**config.mk**
```make
export PLATFORM = sky130hd
export DESIGN_NAME = prio_irq_select
export DESIGN_NICKNAME = d
export VERILOG_FILES = /design/src/rtl/prio_sel_pkg.sv /design/src/rtl/prio_cfg_regs.sv /design/src/rtl/prio_pend_tracker.sv /design/src/rtl/prio_tree.sv /design/src/rtl/prio_irq_select.sv
export SDC_FILE = /design/constraint.sdc
export NUM_CORES = 2
export LEC_CHECK = 0
export ABC_AREA = 1
export BUFFER_PORTS_ARGS = -buffer_cell sky130_fd_sc_hd__clkbuf_2
export CAP_MARGIN = 20
export CORE_MARGIN = 2
export CORE_UTILIZATION = 50
export DETAILED_ROUTE_END_ITERATION = 6
export GPL_ROUTABILITY_DRIVEN = 0
export PLACE_DENSITY = 0.76
export REMOVE_ABC_BUFFERS = 1
export SLEW_MARGIN = 20
export SYNTH_ARGS = -nofsm -noshare
export SYNTH_HDL_FRONTEND = slang
export SYNTH_SLANG_ARGS = --single-unit
```
**constraint.sdc**
```tcl
create_clock -name clk -period 9.2 [get_ports clk]
set_input_delay 0.92 -clock clk [delete_from_list [all_inputs] [get_ports clk]]
set_output_delay 0.92 -clock clk [all_outputs]
set_load 0.02 [all_outputs]
```
**src/rtl/prio_sel_pkg.sv**
```systemverilog
package prio_sel_pkg;

    // Configuration operation codes carried on cfg_op
    typedef enum logic [1:0] {
        OP_PRIO    = 2'd0,
        OP_ENABLE  = 2'd1,
        OP_SETPEND = 2'd2,
        OP_CLRPEND = 2'd3
    } cfg_op_e;

    // Arbitration controller states
    typedef enum logic [0:0] {
        ST_ARMED = 1'b0,
        ST_FIRE  = 1'b1
    } sel_state_e;

    // Exception numbers reserved ahead of the first external line
    localparam int unsigned SYS_EXC_COUNT = 16;

endpackage

```
**src/rtl/prio_cfg_regs.sv**
```systemverilog
module prio_cfg_regs #(
    parameter int NUM_LINES = 32,
    parameter int PRIO_W    = 8
) (
    input  logic                              clk,
    input  logic                              rst_n,
    input  logic [NUM_LINES-1:0]              wr_prio,
    input  logic [NUM_LINES-1:0]              wr_enable,
    input  logic [PRIO_W-1:0]                 wr_data,
    output logic [NUM_LINES-1:0][PRIO_W-1:0]  prio_flat,
    output logic [NUM_LINES-1:0]              en_vec
);

    for (genvar k = 0; k < NUM_LINES; k++) begin : g_line
        always_ff @(posedge clk) begin
            if (!rst_n) begin
                prio_flat[k] <= '0;
                en_vec[k]    <= 1'b0;
            end else begin
                if (wr_prio[k]) begin
                    prio_flat[k] <= wr_data;
                end
                if (wr_enable[k]) begin
                    en_vec[k] <= wr_data[0];
                end
            end
        end
    end

endmodule

```
**src/rtl/prio_pend_tracker.sv**
```systemverilog
module prio_pend_tracker #(
    parameter int NUM_LINES = 32
) (
    input  logic                 clk,
    input  logic                 rst_n,
    input  logic [NUM_LINES-1:0] level_in,
    input  logic [NUM_LINES-1:0] sw_set,
    input  logic [NUM_LINES-1:0] sw_clr,
    input  logic [NUM_LINES-1:0] taken,
    output logic [NUM_LINES-1:0] pend_vec
);

    logic [NUM_LINES-1:0] pend_next;

    // Clears (software or take) act first; level and software sets win over them.
    always_comb begin
        pend_next = (pend_vec & ~sw_clr & ~taken) | level_in | sw_set;
    end

    always_ff @(posedge clk) begin
        if (!rst_n) begin
            pend_vec <= '0;
        end else begin
            pend_vec <= pend_next;
        end
    end

endmodule

```
**src/rtl/prio_tree.sv**
```systemverilog
module prio_tree #(
    parameter int NUM_LINES = 32,
    parameter int PRIO_W    = 8,
    localparam int LINE_W   = $clog2(NUM_LINES)
) (
    input  logic [NUM_LINES-1:0]             elig,
    input  logic [NUM_LINES-1:0][PRIO_W-1:0] prio,
    output logic                             win_valid,
    output logic [LINE_W-1:0]                win_idx
);

    localparam int LEAVES = 1 << LINE_W;

    // Tournament tree: level 0 holds the leaves, level LINE_W the root.
    for (genvar lv = 0; lv <= LINE_W; lv++) begin : g_lvl
        localparam int CNT = LEAVES >> lv;
        logic [CNT-1:0]             v;
        logic [CNT-1:0][PRIO_W-1:0] p;
        logic [CNT-1:0][LINE_W-1:0] ix;

        for (genvar j = 0; j < CNT; j++) begin : g_node
            if (lv == 0) begin : g_leaf
                if (j < NUM_LINES) begin : g_real
                    assign v[j] = elig[j];
                    assign p[j] = prio[j];
                end else begin : g_pad
                    assign v[j] = 1'b0;
                    assign p[j] = '1;
                end
                assign ix[j] = LINE_W'(j);
            end else begin : g_cmp
                logic pick_left;
                // Left child carries the lower indices, so it keeps ties.
                assign pick_left = g_lvl[lv-1].v[2*j] &&
                                   (!g_lvl[lv-1].v[2*j+1] ||
                                    (g_lvl[lv-1].p[2*j] <= g_lvl[lv-1].p[2*j+1]));
                assign v[j]  = g_lvl[lv-1].v[2*j] | g_lvl[lv-1].v[2*j+1];
                assign p[j]  = pick_left ? g_lvl[lv-1].p[2*j]  : g_lvl[lv-1].p[2*j+1];
                assign ix[j] = pick_left ? g_lvl[lv-1].ix[2*j] : g_lvl[lv-1].ix[2*j+1];
            end
        end
    end

    assign win_valid = g_lvl[LINE_W].v[0];
    assign win_idx   = g_lvl[LINE_W].ix[0];

endmodule

```
**src/rtl/prio_irq_select.sv**
```systemverilog
module prio_irq_select
    import prio_sel_pkg::*;
#(
    parameter int NUM_LINES = 32,
    parameter int PRIO_W    = 8,
    localparam int LINE_W   = $clog2(NUM_LINES),
    localparam int EXC_W    = $clog2(SYS_EXC_COUNT + NUM_LINES)
) (
    input  logic                 clk,
    input  logic                 rst_n,
    input  logic                 cfg_we,
    input  logic [1:0]           cfg_op,
    input  logic [LINE_W-1:0]    cfg_line,
    input  logic [PRIO_W-1:0]    cfg_data,
    input  logic [NUM_LINES-1:0] irq_level,
    input  logic [PRIO_W:0]      cur_prio,
    output logic                 take_exc,
    output logic [EXC_W-1:0]     exc_num
);

    cfg_op_e                        op;
    logic [NUM_LINES-1:0]           line_oh;
    logic [NUM_LINES-1:0]           wr_prio_mask;
    logic [NUM_LINES-1:0]           wr_en_mask;
    logic [NUM_LINES-1:0]           set_mask;
    logic [NUM_LINES-1:0]           clr_mask;
    logic [NUM_LINES-1:0][PRIO_W-1:0] prio_flat;
    logic [NUM_LINES-1:0]           en_vec;
    logic [NUM_LINES-1:0]           pend_vec;
    logic [NUM_LINES-1:0]           elig;
    logic [NUM_LINES-1:0]           take_mask;
    logic                           win_valid;
    logic [LINE_W-1:0]              win_idx;
    logic                           take_fire;
    sel_state_e                     state_q;
    sel_state_e                     state_d;
    logic [EXC_W-1:0]               exc_q;

    assign op = cfg_op_e'(cfg_op);

    // Line decode: an index past the last line selects nothing.
    for (genvar k = 0; k < NUM_LINES; k++) begin : g_dec
        assign line_oh[k] = cfg_we && (cfg_line == LINE_W'(k));
    end

    always_comb begin
        wr_prio_mask = '0;
        wr_en_mask   = '0;
        set_mask     = '0;
        clr_mask     = '0;
        unique case (op)
            OP_PRIO:    wr_prio_mask = line_oh;
            OP_ENABLE:  wr_en_mask   = line_oh;
            OP_SETPEND: set_mask     = line_oh;
            OP_CLRPEND: clr_mask     = line_oh;
        endcase
    end

    prio_cfg_regs #(
        .NUM_LINES (NUM_LINES),
        .PRIO_W    (PRIO_W)
    ) u_cfg (
        .clk       (clk),
        .rst_n     (rst_n),
        .wr_prio   (wr_prio_mask),
        .wr_enable (wr_en_mask),
        .wr_data   (cfg_data),
        .prio_flat (prio_flat),
        .en_vec    (en_vec)
    );

    prio_pend_tracker #(
        .NUM_LINES (NUM_LINES)
    ) u_pend (
        .clk      (clk),
        .rst_n    (rst_n),
        .level_in (irq_level),
        .sw_set   (set_mask),
        .sw_clr   (clr_mask),
        .taken    (take_mask),
        .pend_vec (pend_vec)
    );

    // Eligibility: pending, enabled, below running priority, not being cleared now.
    for (genvar k = 0; k < NUM_LINES; k++) begin : g_elig
        assign elig[k] = pend_vec[k] && en_vec[k] && !clr_mask[k] &&
                         ({1'b0, prio_flat[k]} < cur_prio);
    end

    prio_tree #(
        .NUM_LINES (NUM_LINES),
        .PRIO_W    (PRIO_W)
    ) u_tree (
        .elig      (elig),
        .prio      (prio_flat),
        .win_valid (win_valid),
        .win_idx   (win_idx)
    );

    assign take_fire = (state_q == ST_ARMED) && win_valid;

    for (genvar k = 0; k < NUM_LINES; k++) begin : g_take
        assign take_mask[k] = take_fire && (win_idx == LINE_W'(k));
    end

    // State register
    always_ff @(posedge clk) begin
        if (!rst_n) begin
            state_q <= ST_ARMED;
        end else begin
            state_q <= state_d;
        end
    end

    // Next state: arm-hold, arm-to-fire, fire-to-arm
    always_comb begin
        state_d = state_q;
        unique case (state_q)
            ST_ARMED: if (win_valid) state_d = ST_FIRE;
            ST_FIRE:  state_d = ST_ARMED;
        endcase
    end

    // Output register
    always_ff @(posedge clk) begin
        if (!rst_n) begin
            exc_q <= '0;
        end else if (take_fire) begin
            exc_q <= EXC_W'(SYS_EXC_COUNT) + EXC_W'(win_idx);
        end else begin
            exc_q <= '0;
        end
    end

    assign take_exc = (state_q == ST_FIRE);
    assign exc_num  = exc_q;

endmodule

```
==> metrics.cfg <==
[clock_tree]
cts.htree.levels = 2
clk_pin_slew_worst_paths_ns = 0.06
clock_path_buffers = 3
cts_buffers = 42
clock_latency_ns = 0.59
clock-sinks = 327
cts_tree = yes
cts_hold_buf = 0
cts_root_buf = clkbuf_16

[route]
drtIter0Drc = 2780
drcViolationCount = 0
wl_per_cell_um = 17.2
via_per_inst = 5.55
via_count = 29400
routed_wirelength_um = 91000
ant_nets = 0
firstDrtPassIters = 6

[critical_path]
crit_path_max_fanout = 18
r2r_start = u_cfg.prio_flat[219]
cp.arrival_ns = 9.02
end_kind = flip-flop
cpPeakStageDelay_ns = 0.37
crit_path_frequent_cell = nand2_1
cp_slowest_cell = o21ai_0
critPathKind = in -> reg
endpoint = u_pend.pend_vec[18]
critPathLaunch = cur_prio[4]
worst_ep_required_time_ns = 9.63
reg2reg_depth = 58
ff2ff_setup_slack_ns = 0.99
worstReg2RegEnd = u_pend.pend_vec[18]
start_kind = input pin

[sta]
slew_viol_final = 0
worst_pin_slew_ns = 1.17
setup_violations = 0
fin_hold_ws_ns = 0.455
max_freq_mhz = 116
slew-limit-headroom = 0.222
setup_slack_ns = 0.612
fin_skew_ns = 0.0150
rsz0062_at_grt = no
finalHoldViolations = 0
period_needed_ns = 8.59
final_min_period_over_clock_period = 0.934

[synth]
syn_area_um2 = 28200
synth_xor_area_frac = 0
synthTopCellsByArea = dfxtp_1, ha_1, nand2_1, o21ai_0, a21oi_1
synth_edf_count = 0
synth_simple_gate_area_share = 0.265
synth_area_per_cell_um2 = 6.42
yosysSeqAreaShare = 0.232
synth_mux_area_frac = 0
synth_top_area_share = 0.232
synth_cells = 4384
synth_compound_area_frac = 0.201
synthArstFlopShare = 0
ys_warn_count = 0
synth_top_cell_by_area = dfxtp_1
synth_seq_cells = 327
synth_flop_cell = dfxtp_1
synth_top_family_by_area = simple AND/OR/NAND/NOR gates
synth_fa_ha_area_frac = 0.210
yosysUniqueCellTypes = 44

[grt]
grt_pass1_wl_um = 143000
gr-total-overflow = 0
antenna_found_initial = 3
grt_pass1_vias = 26500
grt_max_degree = 119
grt_usage = 0.310

[floorplanning]
io-pin-count = 66
die_h_um = 241
dieArea_um2 = 58200
rows = 86
start_util = 0.508
fp.coreArea_um2 = 55400
die_x_um = 241

[pwr]
power_mw = 3.55
worst_ir_drop_vdd_v = 0.000142
pwr_density_cell_nw_per_um2 = 112
p_leak_nw = 15.9

[final_layout]
nNetsFinal = 5046
drive_gt1_frac = 0.0901
post-route-util = 0.573
syn_to_final_growth_pct = 12.8
final_cells = 5292

[place]
dp_hpwl_um = 68200
io_buffer_count = 65
dp.cells = 5214
dp_slack_ns = -0.216

[job]
cap_violations = 0

[min_path]
hp-class = reg -> reg

[status]
status = completed

-- report_power, final --
group	total [mW]	switching, mW	internal, mW
clock	1.70	0.688	1.01
sequential	1.44	0.0101	1.43
combinational	0.406	0.281	0.126
total	3.55	0.979	2.57
-- timing repair --
item,CTS,global route
setup buffers,0,2
resized for setup,0,57
setup endpoints to repair,0,37
-- layer usage --
layer | GRT usage | wire length [um] | vias to the layer above
met2 | 0.487 | 39800 | 1079
met3 | 0.0425 | 7390 | 216
met5 | 0 | 0 | -
met4 | 0.147 | 4200 | 0
met1 | 0.420 | 39600 | 13300
li1 | - | - | 14800
-- through the flow --
step	instance area [um^2]	TNS (ns)
after floorplan	27500	0
final	31800	0
after detailed placement	30300	-5.93
after CTS	31600	0
after global routing	31800	0
after global placement	30300	-2.12
-- cells in the final DEF (no fill, tap or decap), types with 68 or more instances in the layout --
| master | n |
|---|---|
| nand2_1 | 1050 |
| a21oi_1 | 486 |
| inv_1 | 483 |
| nor2_1 | 475 |
| ha_1 | 472 |
| o21ai_0 | 460 |
| dfxtp_1 | 327 |
| nand3_1 | 166 |
| buf_4 | 149 |
| o21ai_1 | 68 |
-- Yosys cell counts (13+ instances only) --
cell and number:
nand4_1 51, a31o_2 13, nor2_1 478, nor3_1 16
o21a_1 16, inv_2 18, a21oi_1 487, ha_1 472
dfxtp_1 327, nor2_2 18, o21ai_0 488, inv_1 493
clkbuf_1 106, nand3_1 166, buf_2 26, o21ai_1 42
nand2_1 1057
-- how the worst min path moves through the flow --
stage	from	endpoint	slack (ns)	cells after the start
4_1_cts	u_cfg.en_vec[23]	u_cfg.en_vec[23]	0.46	2
6_report	u_cfg.en_vec[23]	u_cfg.en_vec[23]	0.45	2
2_1_floorplan	u_cfg.en_vec[10]	u_cfg.en_vec[10]	0.43	2
3_3_place_gp	u_cfg.en_vec[23]	u_cfg.en_vec[23]	0.45	2
5_1_grt	u_cfg.en_vec[9]	u_cfg.en_vec[9]	0.49	2
3_5_place_dp	u_cfg.en_vec[23]	u_cfg.en_vec[23]	0.45	2
-- kinds of logic (layout without fill, tap and decap cells) --
kind of cell    after synthesis  in the layout
buf+inv                     673            828
fa+ha+maj                   472            472
other cells                   0              3
flops                       327            327
compound gates             1086           1088
simple gates               1826           1826
-- worst max-delay path, delay by kind of cell --
family / cells / cell delay (ns)
compound gates: 16 / 2.71
fa+ha+maj: 5 / 1.58
buf+inv: 8 / 1.03
simple gates: 25 / 2.69
-- state kept, by name (all words and copies together) (netlist names) --
signal,count
u_pend.pend_vec,32
take_exc,1
u_cfg.en_vec,32
exc_num,6
u_cfg.prio_flat,256
-- final cells by class --
type / instances / area, um^2
diodes: 3 / 7.51
clock buffers: 55 / 1220
clock inverters: 15 / 158
fillers: 5287 / 23600
inverters: 524 / 1980
multi-input cells: 3386 / 19100
flip-flops and latches: 327 / 6550
well taps: 748 / 936
repair buffers: 233 / 1810
repair inverters: 1 / 7.51
Note: power is estimated with default switching activity, not from simulation.
